### config.mk
export PLATFORM = sky130hd
export DESIGN_NAME = ipi_timer_intc
export DESIGN_NICKNAME = d
export VERILOG_FILES = /design/src/rtl/intc_pkg.sv /design/src/rtl/intc_regdec.sv /design/src/rtl/intc_ipi_bank.sv /design/src/rtl/intc_tmr_bank.sv /design/src/rtl/ipi_timer_intc.sv
export SDC_FILE = /design/constraint.sdc
export NUM_CORES = 1
export LEC_CHECK = 0
export BUFFER_PORTS_ARGS = -buffer_cell sky130_fd_sc_hd__buf_2
export CAP_MARGIN = 25
export CORE_UTILIZATION = 40
export CTS_CLUSTER_SIZE = 16
export DETAILED_ROUTE_END_ITERATION = 8
export PLACE_DENSITY = 0.86
export SETUP_SLACK_MARGIN = 0.5
export SYNTH_ARGS = -nofsm -noshare
export SYNTH_HDL_FRONTEND = slang
export SYNTH_SLANG_ARGS = --single-unit
### constraint.sdc
create_clock -name clk -period 2 [get_ports clk]
set_input_delay 0.2 -clock clk [delete_from_list [all_inputs] [get_ports clk]]
set_output_delay 0.2 -clock clk [all_outputs]
set_load 0.02 [all_outputs]
### src/rtl/intc_pkg.sv
package intc_pkg;
    localparam int NCPU    = 4;
    localparam int DW      = 64;
    localparam int IDXW    = 3;
    localparam int CPUW    = $clog2(NCPU);

    // control-register field positions (software-visible)
    localparam int F_IPI_REQ = 12;
    localparam int F_IPI_CLR = 8;
    localparam int F_TMR_CLR = 4;
    localparam int F_ACCEPT  = 28;
    localparam int F_RD_IPI  = 8;
    localparam int F_RD_TMR  = 4;

    typedef enum logic [IDXW-1:0] {
        REG_CTRL     = 3'd0,
        REG_IPI_PEND = 3'd1,
        REG_TMR_PEND = 3'd2,
        REG_IPI_POST = 3'd3
    } reg_e;

    typedef logic [NCPU-1:0] cpu_mask_t;

    typedef struct packed {
        cpu_mask_t ipi_set;
        cpu_mask_t ipi_clr;
        cpu_mask_t tmr_clr;
    } intc_cmd_t;

    typedef struct packed {
        logic          valid;
        logic          err;
        logic [DW-1:0] rdata;
    } intc_rsp_t;

    function automatic logic [DW-1:0] ctrl_readback(cpu_mask_t ipi, cpu_mask_t tmr,
                                                    logic [CPUW-1:0] cpu);
        logic [DW-1:0] v;
        v = '0;
        v[F_RD_IPI +: NCPU] = ipi;
        v[F_RD_TMR +: NCPU] = tmr;
        v[CPUW-1:0]         = cpu;
        return v;
    endfunction

    function automatic logic [DW-1:0] mask_readback(cpu_mask_t m);
        logic [DW-1:0] v;
        v = '0;
        v[NCPU-1:0] = m;
        return v;
    endfunction
endpackage

### src/rtl/intc_regdec.sv
module intc_regdec
    import intc_pkg::*;
(
    input  logic                 acc_valid,
    input  logic                 acc_write,
    input  logic [IDXW-1:0]      acc_idx,
    input  logic [DW-1:0]        acc_wdata,
    input  logic [CPUW-1:0]      acc_cpu,
    input  cpu_mask_t            ipi_pend,
    input  cpu_mask_t            tmr_pend,
    output intc_cmd_t            cmd,
    output logic                 dec_err,
    output logic [DW-1:0]        dec_rdata
);
    cpu_mask_t f_req, f_clr, f_tclr, f_mask;
    logic      f_accept;

    assign f_req    = acc_wdata[F_IPI_REQ +: NCPU];
    assign f_clr    = acc_wdata[F_IPI_CLR +: NCPU];
    assign f_tclr   = acc_wdata[F_TMR_CLR +: NCPU];
    assign f_mask   = acc_wdata[NCPU-1:0];
    assign f_accept = acc_wdata[F_ACCEPT];

    always_comb begin
        cmd       = '0;
        dec_err   = 1'b0;
        dec_rdata = '0;
        if (acc_valid) begin
            case (acc_idx)
                REG_CTRL: begin
                    if (acc_write) begin
                        if ((f_req | f_clr | f_tclr) == '0 && !f_accept) begin
                            dec_err = 1'b1;
                        end else begin
                            cmd.ipi_set = f_req;
                            cmd.ipi_clr = f_clr;
                            cmd.tmr_clr = f_tclr;
                        end
                    end else begin
                        dec_rdata = ctrl_readback(ipi_pend, tmr_pend, acc_cpu);
                    end
                end
                REG_IPI_PEND: begin
                    if (acc_write) begin
                        if (f_mask == '0) dec_err = 1'b1;
                        else              cmd.ipi_clr = f_mask;
                    end else begin
                        dec_rdata = mask_readback(ipi_pend);
                    end
                end
                REG_TMR_PEND: begin
                    if (acc_write) begin
                        if (f_mask == '0) dec_err = 1'b1;
                        else              cmd.tmr_clr = f_mask;
                    end else begin
                        dec_rdata = mask_readback(tmr_pend);
                    end
                end
                REG_IPI_POST: begin
                    if (acc_write) begin
                        if (f_mask == '0) dec_err = 1'b1;
                        else              cmd.ipi_set = f_mask;
                    end else begin
                        dec_rdata = mask_readback(ipi_pend);
                    end
                end
                default: dec_err = 1'b1;
            endcase
        end
    end

    // an errored access never produces a command
    always_comb begin
        a_r9_err_no_cmd: assert (!(dec_err && cmd != '0));
    end
endmodule

### src/rtl/intc_ipi_bank.sv
module intc_ipi_bank
    import intc_pkg::*;
(
    input  logic      clk,
    input  logic      rst,
    input  cpu_mask_t set_m,
    input  cpu_mask_t clr_m,
    output cpu_mask_t pend,
    output cpu_mask_t warn_dup,
    output cpu_mask_t warn_spur
);
    for (genvar c = 0; c < NCPU; c++) begin : g_cpu
        always_ff @(posedge clk) begin
            if (rst) begin
                pend[c]      <= 1'b0;
                warn_dup[c]  <= 1'b0;
                warn_spur[c] <= 1'b0;
            end else begin
                pend[c]      <= (pend[c] | set_m[c]) & ~clr_m[c];
                warn_dup[c]  <= set_m[c] & pend[c];
                warn_spur[c] <= clr_m[c] & ~(pend[c] | set_m[c]);
            end
        end
    end

    // a request not cancelled by a clear leaves the bit set
    a_r2_post_sets: assert property (@(posedge clk) disable iff (rst)
        ((set_m & ~clr_m) != '0) |=> ((pend & $past(set_m & ~clr_m)) == $past(set_m & ~clr_m)));
    // a clear always leaves the bit cleared
    a_r3_clear_wins: assert property (@(posedge clk) disable iff (rst)
        (clr_m != '0) |=> ((pend & $past(clr_m)) == '0));
    // duplicate warnings name only processors that were pending
    a_r11_dup_was_pending: assert property (@(posedge clk) disable iff (rst)
        (warn_dup != '0) |-> ((warn_dup & ~$past(pend)) == '0));
    // spurious-clear warnings name only processors now clear
    a_r11_spur_now_clear: assert property (@(posedge clk) disable iff (rst)
        (warn_spur != '0) |-> ((warn_spur & pend) == '0));
endmodule

### src/rtl/intc_tmr_bank.sv
module intc_tmr_bank
    import intc_pkg::*;
(
    input  logic      clk,
    input  logic      rst,
    input  logic      tick,
    input  cpu_mask_t clr_m,
    output cpu_mask_t pend
);
    for (genvar c = 0; c < NCPU; c++) begin : g_cpu
        always_ff @(posedge clk) begin
            if (rst)       pend[c] <= 1'b0;
            else if (tick) pend[c] <= 1'b1;
            else           pend[c] <= pend[c] & ~clr_m[c];
        end
    end

    // a tick fills every timer bit, even against a clear
    a_r6_tick_fills: assert property (@(posedge clk) disable iff (rst)
        tick |=> (pend == '1));
    // timer bits only rise because of a tick
    a_r4_rise_needs_tick: assert property (@(posedge clk) disable iff (rst)
        ((pend & ~$past(pend)) != '0) |-> $past(tick));
endmodule

### src/rtl/ipi_timer_intc.sv
module ipi_timer_intc
    import intc_pkg::*;
(
    input  logic                 clk,
    input  logic                 rst,
    input  logic                 acc_valid,
    input  logic                 acc_write,
    input  logic [IDXW-1:0]      acc_idx,
    input  logic [DW-1:0]        acc_wdata,
    input  logic [CPUW-1:0]      acc_cpu,
    input  logic                 tick,
    output logic                 rsp_valid,
    output logic [DW-1:0]        rsp_rdata,
    output logic                 rsp_err,
    output logic [NCPU-1:0]      ipi_irq,
    output logic [NCPU-1:0]      tmr_irq,
    output logic [NCPU-1:0]      warn_ipi_dup,
    output logic [NCPU-1:0]      warn_ipi_spur
);
    intc_cmd_t     cmd;
    logic          dec_err;
    logic [DW-1:0] dec_rdata;
    cpu_mask_t     ipi_pend, tmr_pend;
    intc_rsp_t     rsp_q;

    intc_regdec u_dec (
        .acc_valid (acc_valid),
        .acc_write (acc_write),
        .acc_idx   (acc_idx),
        .acc_wdata (acc_wdata),
        .acc_cpu   (acc_cpu),
        .ipi_pend  (ipi_pend),
        .tmr_pend  (tmr_pend),
        .cmd       (cmd),
        .dec_err   (dec_err),
        .dec_rdata (dec_rdata)
    );

    intc_ipi_bank u_ipi (
        .clk       (clk),
        .rst       (rst),
        .set_m     (cmd.ipi_set),
        .clr_m     (cmd.ipi_clr),
        .pend      (ipi_pend),
        .warn_dup  (warn_ipi_dup),
        .warn_spur (warn_ipi_spur)
    );

    intc_tmr_bank u_tmr (
        .clk   (clk),
        .rst   (rst),
        .tick  (tick),
        .clr_m (cmd.tmr_clr),
        .pend  (tmr_pend)
    );

    always_ff @(posedge clk) begin
        if (rst) begin
            rsp_q <= '0;
        end else begin
            rsp_q.valid <= acc_valid;
            rsp_q.err   <= dec_err;
            rsp_q.rdata <= dec_rdata;
        end
    end

    assign rsp_valid = rsp_q.valid;
    assign rsp_err   = rsp_q.err;
    assign rsp_rdata = rsp_q.rdata;
    assign ipi_irq   = ipi_pend;
    assign tmr_irq   = tmr_pend;

    // one response per access, in the next cycle
    a_r10_rsp_follows: assert property (@(posedge clk) disable iff (rst)
        acc_valid |=> rsp_valid);
    a_r10_no_rsp_idle: assert property (@(posedge clk) disable iff (rst)
        !acc_valid |=> !rsp_valid);
    // an errored access leaves the interprocessor mask untouched
    a_r9_err_keeps_ipi: assert property (@(posedge clk) disable iff (rst)
        rsp_err |-> (ipi_irq == $past(ipi_irq)));
    // a control-register read returns the requester number
    a_r8_cpu_field: assert property (@(posedge clk) disable iff (rst)
        (acc_valid && !acc_write && acc_idx == REG_CTRL) |=> (rsp_rdata[CPUW-1:0] == $past(acc_cpu)));
endmodule

Word level (Yosys, flattened, before mapping) --
Cells that the tools add are included.
Operators by class: reductions and logical operators 8, bitwise gates (word level) 35, eq/ne operators 3, multiplexer cells 21
Operators with widths (number):
- one-hot mux 64 bit (3 select lines) | 1
- 2-to-1 mux 12 bit | 4
- one-hot mux 4 bit (2 select lines) | 3
- AND 1 bit | 16
- 2-to-1 mux 4 bit | 4
- inverter 1 bit | 13
- zero test 4 bit | 2
- 2-to-1 mux 1 bit | 8
- OR 4 bit | 2
- == test 3 x 2 -> 1 bit (second input constant) | 2
- OR 1 bit | 4
- OR reduction 2 bit | 2
- == test 3 x 1 -> 1 bit (second input constant) | 1
- zero test 3 bit | 1
- OR reduction 3 bit | 1
- one-hot mux 1 bit (2 select lines) | 1
- logical AND 1 bit | 1
- zero test 1 bit | 1
Storage, ports and cells: output and inout port bits 82, flip-flop bits (word level) 82

Logic depth before layout (Yosys ltp) --
Gate-level depths: netlist (run 1).
depth after elaboration 11, depth in mapped cells 5

Cells and area by module --
From an unflattened synthesis (run 1), not the netlist that was laid out.
Unflattened totals: cell total of the unflattened synthesis 299, area, all modules 3125.5 µm²
By module, submodules not included:
- ipi_timer_intc | times used 1, area each 1796.7 µm², seq. area each 1321.3 µm², cells an instance 139
- intc_regdec | times used 1, area each 818.3 µm², seq. area each 0.0 µm², cells an instance 114
- intc_ipi_bank | times used 1, area each 381.6 µm², seq. area each 240.2 µm², cells an instance 33
- intc_tmr_bank | times used 1, area each 128.9 µm², seq. area each 80.1 µm², cells an instance 13

Least setup slack after synthesis (run 1) --
OpenSTA, ideal clock, no wires.
path type input to register, from in rst, to reg rsp_q (netlist bit rsp_rdata[10]), setup time 0.060 ns, cell stages on the path 4, setup slack 0.756 ns, arrival time 1.184 ns, buffers on the path 1, path through buf_2 -> or4b_4 -> nor3_4 -> and2_1
Between the ends: cells in the longest elaborated chain, start to end 1
Ends and longest elaborated chain:
- from (decl) | RTL line ipi_timer_intc.sv:5 | input logic rst,
- OR reduction 2 bit (no line)
- to (decl) | RTL line ipi_timer_intc.sv:24 | intc_rsp_t rsp_q;
No other way between the ends. A chain may end at the register's enable or synchronous reset.

Final worst setup path (run 1) --
from in acc_idx[0], to reg u_ipi.warn_spur[3]
Between the ends: cells in the longest elaborated chain, start to end 6
Ends and longest elaborated chain:
- from (decl) | RTL line ipi_timer_intc.sv:8 | input logic [IDXW-1:0] acc_idx,
- == test 3 x 2 -> 1 bit / zero test 3 bit (equally long branches) | RTL line intc_regdec.sv:29 | case (acc_idx)
- one-hot mux 4 bit (2 select lines) | RTL line intc_regdec.sv:29
- 2-to-1 mux 12 bit * | RTL line intc_regdec.sv:28 | if (acc_valid) begin
- OR 1 bit | RTL line intc_ipi_bank.sv:21 | warn_spur[c] <= clr_m[c] & ~(pend[c] | set_m[c]);
- inverter 1 bit | RTL line intc_ipi_bank.sv:21
- AND 1 bit * | RTL line intc_ipi_bank.sv:21
- to (signal, indexed assignment) | RTL line intc_ipi_bank.sv:21
- to (decl) | RTL line intc_ipi_bank.sv:10 | output cpu_mask_t warn_spur
Mark *: on every way between the ends. The rest lies on a longest branch, timed or not.

==> impl_metrics.toml, run 1 <==
[run_status]
status = "completed"

[layout]
mostFrequentLayoutCell = "buf_2"
multiInputGateArea_um2 = 843
ff_latch_area_um2 = 601
area_delta_synth_final_pct = 12.1
fillers = 374
nNetsFinal = 308
drive_gt1_share_pct = 30.5
antenna_cells = 0
mostFrequentLayoutCells = "buf_2 (56), conb_1 (52), dfxtp_1 (30)"

[worst_setup_path]
slowest_stage = "a2111oi_1"
cp.required_ns = 2.16
reg2reg_to = "rsp_rdata[0]"
arrival_ns = 1.32
cp_cell_sequence = "buf_2 > nor3b_1 > or2_1 > a2111oi_1"
crit_fanout = 22
r2r_start = "u_tmr.pend[0]"
cpPeakStageDelay_ns = 0.39
endpoint_kind = "flop"
start_kind = "input pin"
crit_type = "in2reg"
reg2reg_slack_ns = 1.13
reg2reg_depth = 3

[placed_design]
place_ws_ns = 0.527
globalplace.congestion = 0.824
numPortBuffers = 56
hpwl_um = 2660

[synth]
synthFlopType = "dfxtp_1"
muxShareOfSynthArea_pct = 7.78
syn_inst = 177
yosys.area_share.adder_pct = 0
synth_area_mm2 = 0.00167
synth-compound-area-share_pct = 8.98
synth-simple-area-share_pct = 22.0
synth_top_family_by_area = "buffers and inverters"
yosysSeqAreaShare_pct = 35.9
synthXorXnorAreaFrac_pct = 0
syn_avg_cell_area_um2 = 9.44
async_flop_share_pct = 0
synth-edff-count = 0
yosysWarnings = 0
ys_types = 38
synth_seq_cells = 30

[clock_network]
cts_made_buffers = 5
postCtsSetupBuffers = 0
path_clk_slew_ns = 0.06
clk_latency_ns = 0.28
cts.sink_count = 30
ctsHtreeMaxLevel = 2
postCtsHoldBufs = 0
cts-resized-gates = 0
cts_buffer_depth = 2
root_buffer = "clkbuf_8"
cts_tree = "built"

[route]
drt_iter0_drc = 79
drc = 0
viasPerCell = 4.71
wl_um = 3450
vias = 1332
firstDrtPassIters = 4
ant_nets = 0
routedWlPerCell_um = 12.2

[die]
fp.coreArea_mm2 = 0.00400
pin_count = 156
die_area_mm2 = 0.00444
die_y_um = 66.6
start_util_pct = 41.8
rows = 23
die_w_um = 66.6

[power_and_ir_drop]
power.share.switching_pct = 29.1
netSwitchingPower_mw = 0.383
p_per_area_mw_per_mm2 = 703
pwr-share-clk_pct = 35.7
p_total_mw = 1.32
p_leak_nw = 0.967
intPower_mw = 0.934
seq_power_share_pct = 47.0
combPwrFrac_pct = 17.4
max-vdd-ir-drop_mv = 0.253

[worst_hold_path]
hold_class = "in2reg"
min_path_cells = 2
worstHoldStart = "rst"
hold_path_end = "u_tmr.pend[3]"

[timing]
setup_slack_ns = 0.833
grt_setup_unrepaired = "false"
skew_ns = 0.00469
post-route-min-period_ns = 1.17
holdWs_ns = 0.196
report.final.slew_viol_count = 0
hold_viol_final = 0
fmax_mhz = 857
finalSetupViolCount = 0
period_share_pct = 58.4
setup_tns_ns = 0

[grt]
grt_pass1_wl_um = 5220
grt_pass1_vias = 1074
grt_max_degree = 23
antenna_found_initial = 0
track_usage_pct = 16.2
gr-total-overflow = 0

[run]
cap_violations = 0
[metal layers]
| metal | global-route usage, % | share of wire (%) |
|---|---|---|
| met4 | 11.2 | 3.4 |
| met3 | 5.48 | 10 |
| met1 | 17.4 | 36 |
| met5 | 0 | 0 |
| met2 | 26.4 | 50 |
[critical path, delay by kind of cell]
kind                   cells  cell delay [ns]
buffers and inverters      1             0.37
AO/OA/AOI/OAI              1             0.39
AND/OR/NAND/NOR            2             0.36
[logic make-up after synthesis]
group / Yosys count
AOI/OAI and AO/OA: 19
muxes: 12
DFF: 30
and+or+nand+nor: 57
buffers and inverters: 58
other: 1
[worst max path at each step]
stage / slack, ns / startpoint / cells past startpoint / endpoint
after global routing: 0.69 / acc_idx[1] / 4 / u_ipi.warn_spur[3]
after global placement: 0.57 / acc_idx[0] / 4 / u_ipi.warn_spur[3]
after detailed placement: 0.53 / acc_idx[0] / 4 / u_ipi.warn_spur[3]
after CTS: 0.84 / acc_idx[1] / 4 / u_ipi.warn_spur[3]
final: 0.83 / acc_idx[0] / 4 / u_ipi.warn_spur[3]
after floorplan: 0.76 / rst / 4 / rsp_rdata[10]
[flip-flops by register name, indices dropped and copies added, names as in the netlist]
name,flops
u_ipi.warn_dup,4
rsp_err,1
rsp_valid,1
rsp_rdata,12
u_tmr.pend,4
u_ipi.warn_spur,4
u_ipi.pend,4
[layout make-up]
cell class	count	area share, %
clock buffer	6	4.41
inverter	1	0.200
multi-input combinational	140	45.0
sequential	30	32.1
tap	50	3.34
timing repair buffer	56	15.0
[power by group through the flow]
stage | Combinational, mW | Sequential (mW) | Clock, mW
floorplan | 0.230 | 0.644 | 0
global placement | 0.222 | 0.631 | 0
detailed placement | 0.225 | 0.631 | 0
CTS | 0.226 | 0.618 | 0.476
global route | 0.248 | 0.619 | 0.508
finish | 0.229 | 0.619 | 0.470
[cell usage after synthesis (2+ instances only)]
library cell	instances	area [um2]
and2_1	9	56.3
dfxtp_1	30	601
mux2i_1	4	40.0
nor4_1	6	37.5
mux2_2	4	45.0
o21a_1	3	22.5
nand3b_1	3	22.5
buf_4	52	390
nand3_1	3	15.0
nor3b_1	4	30.0
o211a_1	2	20.0
nand2_1	7	26.3
o221a_2	2	22.5
nor2b_1	2	12.5
buf_2	5	25.0
mux2_1	4	45.0
nor2_1	7	26.3
a211oi_1	4	30.0
nor3_1	2	10.0
a21oi_1	3	15.0
and3_1	4	25.0
[stage by stage]
step                      utilization (%)  area, um2  cells
final                                46.8       1870    283
after global routing                 46.8       1870    283
after CTS                            46.8       1870    283
after detailed placement             44.8       1790    277
after global placement               44.8       1790    277
after floorplan                         -       1860    228
Note: power is estimated with default switching activity, not from simulation.
==> inputs of run 2 (changes only) <==
- CORE_UTILIZATION: 40 -> 33
- PLACE_DENSITY: 0.86 -> 0.76
- clock period: 2 -> 1 ns (I/O delays scaled with it)
==> run 2 against run 1 <==
Worst setup slack got worse by 0.79 ns. Non-clock buffer count increased by 39. Core utilization increased by 11 points. Final area increased by 48%. Clock-buffer cell count increased by 1. Critical path type unchanged. First-iteration DRC count decreased by 28%. Via count increased by 13%. Power increased by 120%.
==> impl_metrics.toml, run 2 (synthesis results as in run 1) <==
[route]
wl_um = 4810
vias = 1510
routedWlPerCell_um = 14.2
firstDrtPassIters = 4
ant_nets = 0
viasPerCell = 4.44
drt_iter0_drc = 57
drc = 0

[clock_network]
ctsHtreeMaxLevel = 2
cts.sink_count = 30
cts_buffer_depth = 2
path_clk_slew_ns = 0.06
cts_tree = "built"
cts_made_buffers = 5
clk_latency_ns = 0.28
root_buffer = "clkbuf_8"

[worst_setup_path]
arrival_ns = 1.18
start_kind = "input pin"
crit_fanout = 8
endpoint_kind = "flop"
slowest_stage = "or4b_4"
cpPeakStageDelay_ns = 0.56
cp.required_ns = 1.22
cp_cell_sequence = "buf_6 > or4b_4 > nor3_4 > and2_1"
crit_type = "in2reg"

[die]
pin_count = 156
start_util_pct = 34.9
die_w_um = 73.2
rows = 25
die_y_um = 73.2
die_area_mm2 = 0.00535
fp.coreArea_mm2 = 0.00479

[placed_design]
globalplace.congestion = 0.864
dp_cells = 316
place_ws_ns = -0.261
numPortBuffers = 56
hpwl_um = 3190

[layout]
mostFrequentLayoutCell = "conb_1"
multiInputGateArea_mm2 = 0.00106
final_core_util_pct = 58.0
antenna_cells = 0
nNetsFinal = 347
largest_reg_flops = 12
area_delta_synth_final_pct = 65.9
drive_gt1_share_pct = 61.9
stdcell_count = 340
mostFrequentLayoutCells = "conb_1 (52), buf_6 (42), buf_4 (27)"
ff_latch_area_um2 = 651
fillers = 416

[timing]
setup_slack_ns = 0.0398
grt_setup_unrepaired = "true"
period_share_pct = 96.0
finalSetupViolCount = 0
hold_viol_final = 0
post-route-min-period_ns = 0.960
report.final.slew_viol_count = 0
fmax_mhz = 1040
skew_ns = 0.00295

[grt]
gr-total-overflow = 0
track_usage_pct = 17.6
grt_pass1_vias = 1431
grt_max_degree = 11
grt_pass1_wl_um = 6720
antenna_found_initial = 0

[power_and_ir_drop]
p_per_area_mw_per_mm2 = 1030
p_leak_nw = 1.30
p_total_mw = 2.86
max-vdd-ir-drop_mv = 0.570

[run]
cap_violations = 0

[run_status]
status = "completed"

[worst_hold_path]
hold_class = "in2reg"
run 2: changes by cell type in the layout (fill, tap and decap cells not counted), sizes merged:
| cell | change |
|---|---|
| buf | +39 |
| clkbuf | +1 |
run 2: area by class of cell:
cell class | count | area share [%]
Clock buffer | 7 | 2.75
Sequential cell | 30 | 23.5
Timing Repair Buffer | 95 | 32.6
Tap cell | 67 | 3.02
Inverter | 1 | 0.135
Multi-Input combinational cell | 140 | 38.1
run 2: per-layer routing:
metal	routed length, um	global-route usage (%)	up-vias	share of wire, %
met5	0	0	-	0
met4	145	11.3	0	3.0
met3	367	4.83	13	7.6
met2	2470	31.8	93	51
met1	1830	17.8	701	38
li1	-	-	703	-
run 2: timing repair:
action | in CTS | in global routing
pin swaps | 23 | 12
hold buffers | 0 | 0
setup endpoints to repair | 59 | 59
gates cloned | 1 | 0
buffers inserted | 12 | 4
gates resized for setup | 115 | 23
run 2: final timing paths:
| kind | startpoint | endpoint | slack [ns] | depth (start not counted) |
|---|---|---|---|---|
| worst max-delay path | acc_idx[2] | rsp_rdata[11] | 0.04 | 4 |
| worst min-delay path | rst | u_tmr.pend[1] | 0.13 | 3 |
| worst max register to register | u_tmr.pend[1] | rsp_rdata[1] | 0.08 | 3 |
| worst min register to register | u_ipi.pend[1] | rsp_rdata[9] | 0.49 | 1 |
run 2: power by group:
| group | total, mW | switching (mW) | internal [mW] | leakage (nW) |
|---|---|---|---|---|
| logic | 0.741 | 0.428 | 0.314 | 0.998 |
| registers | 1.24 | 0.0220 | 1.21 | 0.259 |
| clock network | 0.880 | 0.403 | 0.477 | 0.0383 |
run 2: worst max-delay path: cells and delay by family:
family / cells / cell delay [ns]
buffers and inverters: 1 / 0.09
and+or+nand+nor: 3 / 0.98
run 2: metrics by stage:
stage                     instance area (um2)  TNS [ns]  hold WS (ns)
after floorplan                          1970    -0.843         0.236
after global placement                   2050     -3.69         0.428
after detailed placement                 2050     -4.30         0.436
after CTS                                2640         0         0.116
after global routing                     2770  -0.00371         0.130
final                                    2770         0         0.131
